--- src/rtl/dpx_pkg.sv ---
package dpx_pkg;
    typedef enum logic [1:0] {
        PH_IDLE = 2'd0,
        PH_LOW  = 2'd1,
        PH_HIGH = 2'd2
    } phase_e;
endpackage

--- src/rtl/dpx_half_sel.sv ---
module dpx_half_sel #(
    parameter int PIX_W     = 8,
    parameter bit LOW_FIRST = 1'b1
) (
    input  logic [2*PIX_W-1:0] word,
    input  logic               second,
    output logic [PIX_W-1:0]   pix
);
    generate
        if (LOW_FIRST) begin : g_low_first
            assign pix = second ? word[2*PIX_W-1:PIX_W] : word[PIX_W-1:0];
        end else begin : g_high_first
            assign pix = second ? word[PIX_W-1:0] : word[2*PIX_W-1:PIX_W];
        end
    endgenerate
endmodule

--- src/rtl/dpx_sat_counter.sv ---
module dpx_sat_counter #(
    parameter int W = 8
) (
    input  logic         clk,
    input  logic         rst_n,
    input  logic         inc,
    output logic [W-1:0] count
);
    localparam logic [W-1:0] MAX = {W{1'b1}};

    logic [W-1:0] cnt_d, cnt_q;

    always_comb begin
        cnt_d = cnt_q;
        if (inc && cnt_q != MAX) begin
            cnt_d = cnt_q + 1'b1;
        end
    end

    always_ff @(posedge clk) begin
        if (!rst_n) cnt_q <= '0;
        else        cnt_q <= cnt_d;
    end

    assign count = cnt_q;
endmodule

--- src/rtl/dpx_serializer.sv ---
module dpx_serializer #(
    parameter int PIX_W     = 8,
    parameter int SYNC_W    = 2,
    parameter int OVR_W     = 8,
    parameter bit LOW_FIRST = 1'b1
) (
    input  logic                 clk,
    input  logic                 rst_n,
    input  logic                 pix_en,
    input  logic                 wr_en,
    input  logic [2*PIX_W-1:0]   wr_data,
    output logic [PIX_W-1:0]     vid_out,
    output logic [OVR_W-1:0]     ovr_count
);
    import dpx_pkg::*;

    localparam int WORD_W = 2 * PIX_W;
    localparam int COL_W  = PIX_W - SYNC_W;
    localparam logic [PIX_W-1:0] VID_RST = {{COL_W{1'b0}}, {SYNC_W{1'b1}}};

    typedef struct packed {
        phase_e              phase;
        logic [WORD_W-1:0]   word;
        logic [WORD_W-1:0]   park;
        logic                park_v;
        logic [PIX_W-1:0]    vid;
    } state_t;

    state_t st_d, st_q;
    logic   direct;
    logic   park_inc;
    logic   take_second;
    logic [PIX_W-1:0] half_pix;

    assign take_second = (st_q.phase == PH_HIGH);

    dpx_half_sel #(
        .PIX_W     (PIX_W),
        .LOW_FIRST (LOW_FIRST)
    ) u_sel (
        .word   (st_q.word),
        .second (take_second),
        .pix    (half_pix)
    );

    always_comb begin
        st_d   = st_q;
        direct = wr_en && ((st_q.phase == PH_IDLE) ||
                           (st_q.phase == PH_HIGH && pix_en && !st_q.park_v));
        park_inc = wr_en && !direct;

        if (pix_en) begin
            unique case (st_q.phase)
                PH_LOW: begin
                    st_d.vid   = half_pix;
                    st_d.phase = PH_HIGH;
                end
                PH_HIGH: begin
                    st_d.vid = half_pix;
                    if (st_q.park_v) begin
                        st_d.word   = st_q.park;
                        st_d.park_v = 1'b0;
                        st_d.phase  = PH_LOW;
                    end else begin
                        st_d.phase = PH_IDLE;
                    end
                end
                default: begin
                    st_d.vid = {{COL_W{1'b0}}, st_q.vid[SYNC_W-1:0]};
                end
            endcase
        end

        if (direct) begin
            st_d.word  = wr_data;
            st_d.phase = PH_LOW;
        end else if (park_inc) begin
            st_d.park   = wr_data;
            st_d.park_v = 1'b1;
        end
    end

    always_ff @(posedge clk) begin
        if (!rst_n) begin
            st_q.phase  <= PH_IDLE;
            st_q.word   <= '0;
            st_q.park   <= '0;
            st_q.park_v <= 1'b0;
            st_q.vid    <= VID_RST;
        end else begin
            st_q <= st_d;
        end
    end

    dpx_sat_counter #(
        .W (OVR_W)
    ) u_ovr (
        .clk   (clk),
        .rst_n (rst_n),
        .inc   (park_inc),
        .count (ovr_count)
    );

    assign vid_out = st_q.vid;
endmodule

--- config.mk ---
export PLATFORM = sky130hd
export DESIGN_NAME = dpx_serializer
export DESIGN_NICKNAME = d
export VERILOG_FILES = /design/src/rtl/dpx_pkg.sv /design/src/rtl/dpx_half_sel.sv /design/src/rtl/dpx_sat_counter.sv /design/src/rtl/dpx_serializer.sv
export SDC_FILE = /design/constraint.sdc
export NUM_CORES = 1
export LEC_CHECK = 0
export BUFFER_PORTS_ARGS = -buffer_cell sky130_fd_sc_hd__buf_2
export CAP_MARGIN = 25
export CORE_MARGIN = 4
export CORE_UTILIZATION = 40
export DETAILED_ROUTE_END_ITERATION = 10
export RECOVER_POWER = 50
export SLEW_MARGIN = 20
export SYNTH_ARGS = -nofsm -noshare
export SYNTH_HDL_FRONTEND = slang
export SYNTH_SLANG_ARGS = --single-unit
--- constraint.sdc ---
create_clock -name clk -period 2.41 [get_ports clk]
set_clock_uncertainty 0.05 [all_clocks]
set_input_delay 0.1205 -clock clk [delete_from_list [all_inputs] [get_ports clk]]
set_output_delay 0.1205 -clock clk [all_outputs]
set_load 0.01 [all_outputs]
==> results.cfg, run 1 <==
[die]
die_w_um = 83.2
coreArea_um2 = 5510
num_io_pins = 36
initial_utilization = 0.411
fp-row-count = 27
fp.dieH_um = 83.2
die-area_um2 = 6920

[clock_network]
clkLatencyLatePin_ns = 0.31
cts_root_buf = clkbuf_8
cts_tree = yes
cts_num_sinks = 51
postCtsSetupBuffers = 0
cts_buffer_depth = 2
cts.clk_slew.worst_paths_ns = 0.10
cts_buffers = 5
ctsResizeCount = 0
htreeDepth = 2

[place]
dp_cells = 336
io_buffers = 35
gp_congestion = 0.709
post-dp-hpwl_um = 3120

[sta]
hold_viol = 0
period_needed_ns = 2.09
worst_slew_pin_slew_ns = 0.747
final.setup.tns_ns = 0
drv_slew = 0
rsz0062_at_grt = false
slew-limit-headroom = 0.502
fin_crit_sh = 0.866
timing.fmax_mhz = 479
setup_violations = 0

[drt]
vias = 1729
routed_wl_um = 4640
vias_per_cell = 4.84
ant_nets = 0
drt-wirelength-per-cell_um = 13.0
drtPass1Iterations = 4
initialDrtViolationCount = 75
drc_errors = 0

[critical_path]
crit_fanout = 7
cp-end-kind = register
critical_path_arrival_ns = 2.29
required_ns = 2.61
path_class = reg -> reg
cp-start-kind = register

[synth]
synth_area_per_cell_um2 = 9.23
synthCells = 245
ys.warnings.count = 0
synth.distinct_cells = 36
synth-seq-area-share = 0.451
synth_nets = 269
netlist_area_um2 = 2260
ys_seq_elements = 51

[global_routing]
first_global_vias = 1652
grt_antenna_before_repair = 0
grt-ovfl-total = 0
grt_pass1_wl_um = 8160
track_usage = 0.143
grt_max_degree = 49

[finish]
diodes = 0
instances_no_fill = 357
drive_gt1_frac = 0.123
final_common_cell = dfxtp_1
n_fill_cell = 556
area_growth_pct = 18.3
nets = 308
seq_area_um2 = 1020
multi_input_area_um2 = 1080
layout_common_cells = dfxtp_1 (51), nor2_1 (35), mux2i_1 (29), buf_2 (19), nor2b_1 (17)
fin_util = 0.486

[pwr]
p_sw_uw = 466
share_comb_of_total_power = 0.143
swShare = 0.258
peakVddDrop_uv = 458
total_power_mw = 1.80
pwr-share-clk = 0.338
p_int_mw = 1.34
pwr-share-seq = 0.519
leakagePower_nw = 1.10
power_per_cell_area_nw_per_um2 = 674

[min_path]
hold_class = in -> reg

[outcome]
status = complete, no violations

[flow_run]
drv_cap = 0
## sequential cells by signal, indices dropped and copies added, names as in the netlist
signal / flops
vid_out: 8
st_q: 35
u_ovr.count: 8
## cell usage after synthesis
master	count	area [um2]
ha_1	4	50.1
nand4_1	1	6.26
o31ai_1	1	7.51
nor3b_1	1	7.51
nor2b_1	17	106
or3b_1	1	8.76
nand3b_1	2	15.0
dfxtp_1	51	1020
o21ai_0	3	15.0
mux2i_1	29	290
inv_1	9	33.8
o21ai_1	2	10.0
and3_1	4	25.0
o221ai_1	16	140
nand2b_1	3	18.8
o22ai_1	6	37.5
a21oi_1	2	10.0
nor3_1	1	5.00
buf_4	8	60.1
buf_6	1	11.3
a21boi_0	1	7.51
and2_1	7	43.8
o211a_1	1	10.0
clkbuf_1	11	41.3
and3b_1	1	8.76
a21boi_1	1	7.51
or4_1	1	7.51
buf_2	2	10.0
nand2_1	15	56.3
nor4b_1	1	8.76
nor2_1	35	131
buf_1	1	3.75
o211ai_1	2	15.0
and4_1	1	8.76
nor4_2	1	12.5
nand3_1	2	10.0
## per-layer routing
layer	track usage	up-vias	wire, um
li1	-	918	-
met3	0.0377	6	207
met5	0	-	0
met2	0.219	28	2060
met4	0.0490	0	72
met1	0.195	777	2300
## repair_timing
action | 4_1_cts | 5_1_grt
endpoints found under the hold margin | 13 | 0
hold buffers | 13 | 0
endpoints found under the setup margin | 0 | 0
## power by group through the flow
stage / combinational [mW] / sequential [mW] / clock (mW)
4_1_cts: 0.266 / 0.937 / 0.629
6_report: 0.258 / 0.937 / 0.609
2_1_floorplan: 0.188 / 0.948 / 0
3_5_place_dp: 0.250 / 0.956 / 0
5_1_grt: 0.293 / 0.946 / 0.663
3_3_place_gp: 0.246 / 0.955 / 0
## stage by stage
step / hold slack, ns / setup WS [ns] / area, um2
2_1_floorplan: 0.191 / 0.404 / 2260
3_3_place_gp: 0.298 / 0.386 / 2450
3_5_place_dp: 0.304 / 0.336 / 2450
4_1_cts: 0.00326 / 0.307 / 2700
5_1_grt: 0.0191 / 0.134 / 2680
6_report: 0.00482 / 0.322 / 2680
## cell families (layout without fill, tap and decap cells)
family | Yosys count | after routing | share of synthesized area
AO/OA/AOI/OAI | 35 | 35 | 0.115
multiplexers | 29 | 29 | 0.128
buffers and inverters | 32 | 72 | 0.0708
AND/OR/NAND/NOR | 94 | 94 | 0.212
adder cells (fa/ha/maj) | 4 | 4 | 0.0221
flip-flops | 51 | 51 | 0.451
## worst max-delay path: stages (launching register included)
cell and delay, ns:
dfxtp_1 0.36, inv_1 0.07, ha_1 0.20, and3b_1 0.20, or3b_1 0.48, or4_1 0.53, a21boi_1 0.14
## final cells by class
type / count / share of cell area
flip-flops and latches: 51 / 0.381
multi-input cells: 162 / 0.404
well taps: 72 / 0.0337
clock inverters: 3 / 0.0173
clock buffers: 5 / 0.0257
repair buffers: 55 / 0.125
inverters: 9 / 0.0126
## worst paths after layout
kind | startpoint | to | slack, ns | cells past startpoint
max reg2reg | st_q[41]$_SDFFE_PN0P_ | u_ovr.count[3]$_SDFFE_PN0P_ | 0.32 | 6
min reg2reg | vid_out[0]$_SDFFE_PN1P_ | vid_out[0]$_SDFFE_PN1P_ | 0.44 | 2
min | wr_data[9] | st_q[34]$_SDFFE_PN0P_ | 0.005 | 3
max | st_q[41]$_SDFFE_PN0P_ | u_ovr.count[3]$_SDFFE_PN0P_ | 0.32 | 6
No activity file was read; power rests on OpenSTA's default activity.
==> inputs of run 2 (changes only) <==
Clock period 2.41 ns to 1.7 ns, I/O delays scaled along.
==> results.cfg, run 2 (same netlist as run 1, synthesis figures left out) <==
[sta]
period_needed_ns = 1.80
setup_violations = 17
timing.fmax_mhz = 557
worst_slew_pin_slew_ns = 0.419
drv_slew = 0
hold_viol = 0
fin_crit_sh = 1.06
rsz0062_at_grt = true
final.setup.tns_ns = -0.405
slew-limit-headroom = 0.720
fin_ws_ns = -0.0968

[outcome]
status = complete, but fails checks
violations = negative setup slack

[finish]
seq_area_um2 = 1020
diodes = 0
max_flop_register = st_q
fin_util = 0.531
final_common_cell = dfxtp_1
area_growth_pct = 29.3
largest_reg_flops = 35
design_area_um2 = 2930
drive_gt1_frac = 0.197
multi_input_area_um2 = 1150
n_fill_cell = 524
nets = 323
layout_common_cells = dfxtp_1 (49), nor2_1 (34), mux2i_1 (28), buf_2 (20), nor2b_1 (17)

[drt]
wl_met3_um = 169
top_layer = met4
vias_per_cell = 4.89
wl_met2_um = 2320
met1_length_um = 2510
drc_errors = 0
vias = 1820
drt-wirelength-per-cell_um = 13.6
initialDrtViolationCount = 72
ant_nets = 0
routed_wl_um = 5050
drtPass1Iterations = 5

[critical_path]
cp_slowest_cell = or3b_4
crit_chain = inv_2, ha_4, and3b_1, or3b_4, or4_1, a21boi_1
cp-end-kind = register
cp-start-kind = register
required_ns = 1.89
timing.rr.end = u_ovr.count[3]$_SDFFE_PN0P_
path_class = reg -> reg
reg2regPathDepth = 6
cp_slowest_stage_delay_ns = 0.42
critical_path_arrival_ns = 1.99
ff2ff_setup_slack_ns = -0.1
crit_fanout = 6
r2r_start = st_q[41]$_SDFFE_PN0P_

[global_routing]
grt-ovfl-total = 0
grt_max_degree = 57
track_usage = 0.147
grt_antenna_before_repair = 0
grt_pass1_wl_um = 8290
first_global_vias = 1693

[clock_network]
clkLatencyLatePin_ns = 0.31
cts_buffers = 5
cts_root_buf = clkbuf_8
cts.clk_slew.worst_paths_ns = 0.09
cts_buffer_depth = 2
cts_tree = yes
cts_num_sinks = 51
htreeDepth = 2

[die]
coreArea_um2 = 5510
die-area_um2 = 6920
fp-row-count = 27
die_w_um = 83.2
fp.dieH_um = 83.2
initial_utilization = 0.411
num_io_pins = 36

[min_path]
hold_depth = 3
min_to = vid_out[1]$_SDFFE_PN1P_
hold_class = in -> reg
min-delay-start = rst_n

[place]
gp_congestion = 0.735
post-dp-hpwl_um = 3250
place_area_um2 = 2610
io_buffers = 35

[pwr]
peakVddDrop_uv = 498
leakagePower_nw = 1.20
total_power_mw = 2.68
power_per_cell_area_nw_per_um2 = 917

[flow_run]
drv_cap = 0
==> run 2: worst max path at each step <==
| stage | startpoint | endpoint | slack [ns] | depth (start not counted) |
|---|---|---|---|---|
| final | st_q[41]$_SDFFE_PN0P_ | u_ovr.count[3]$_SDFFE_PN0P_ | -0.1 | 6 |
| after global routing | st_q[41]$_SDFFE_PN0P_ | u_ovr.count[3]$_SDFFE_PN0P_ | -0.15 | 6 |
| after CTS | st_q[41]$_SDFFE_PN0P_ | u_ovr.count[3]$_SDFFE_PN0P_ | -0.08 | 6 |
| after detailed placement | st_q[41]$_SDFFE_PN0P_ | st_q[21]$_SDFFE_PN0P_ | -0.13 | 7 |
| after global placement | st_q[41]$_SDFFE_PN0P_ | u_ovr.count[0]$_SDFFE_PN0P_ | -0.1 | 7 |
| after floorplan | st_q[41]$_SDFFE_PN0P_ | u_ovr.count[3]$_SDFFE_PN0P_ | -0.15 | 8 |
==> run 2: worst max-delay path: cells and delay by family (launching register included) <==
kind	cells	cell delay, ns
compound gates	1	0.12
fa+ha+maj	1	0.15
buf+inv	1	0.05
flops	1	0.35
simple gates	3	1.02
==> run 2: power by group <==
part / leakage, nW / internal, mW / switching [mW]
logic: 0.720 / 0.236 / 0.219
clock network: 0.0618 / 0.484 / 0.412
registers: 0.418 / 1.28 / 0.0502
total: 1.20 / 2.00 / 0.681
==> run 2: layer usage <==
metal | up-vias | track usage
li1 | 946 | -
met1 | 840 | 0.204
met2 | 28 | 0.226
met3 | 6 | 0.0367
met4 | 0 | 0.0401
met5 | - | 0
==> run 2: final cells by class <==
cell class	instances	area share
repair buffers	70	0.174
well taps	72	0.0308
flip-flops and latches	51	0.350
inverters	9	0.0115
clock inverters	2	0.0133
clock buffers	6	0.0282
multi-input cells	162	0.393
==> run 2: what timing repair did <==
item,4_1_cts,5_1_grt
pin swaps,1,3
setup endpoints to repair,22,35
hold buffers,16,0
endpoints found under the hold margin,24,0
buffers inserted,1,1
gates resized for setup,4,10
==> run 2: stage by stage <==
step / cells / hold WS, ns / setup slack [ns]
global route: 372 / 0.156 / -0.151
finish: 372 / 0.171 / -0.0968
global placement: 347 / 0.264 / -0.0980
CTS: 372 / 0.149 / -0.0816
floorplan: 245 / 0.156 / -0.154
detailed placement: 347 / 0.267 / -0.131
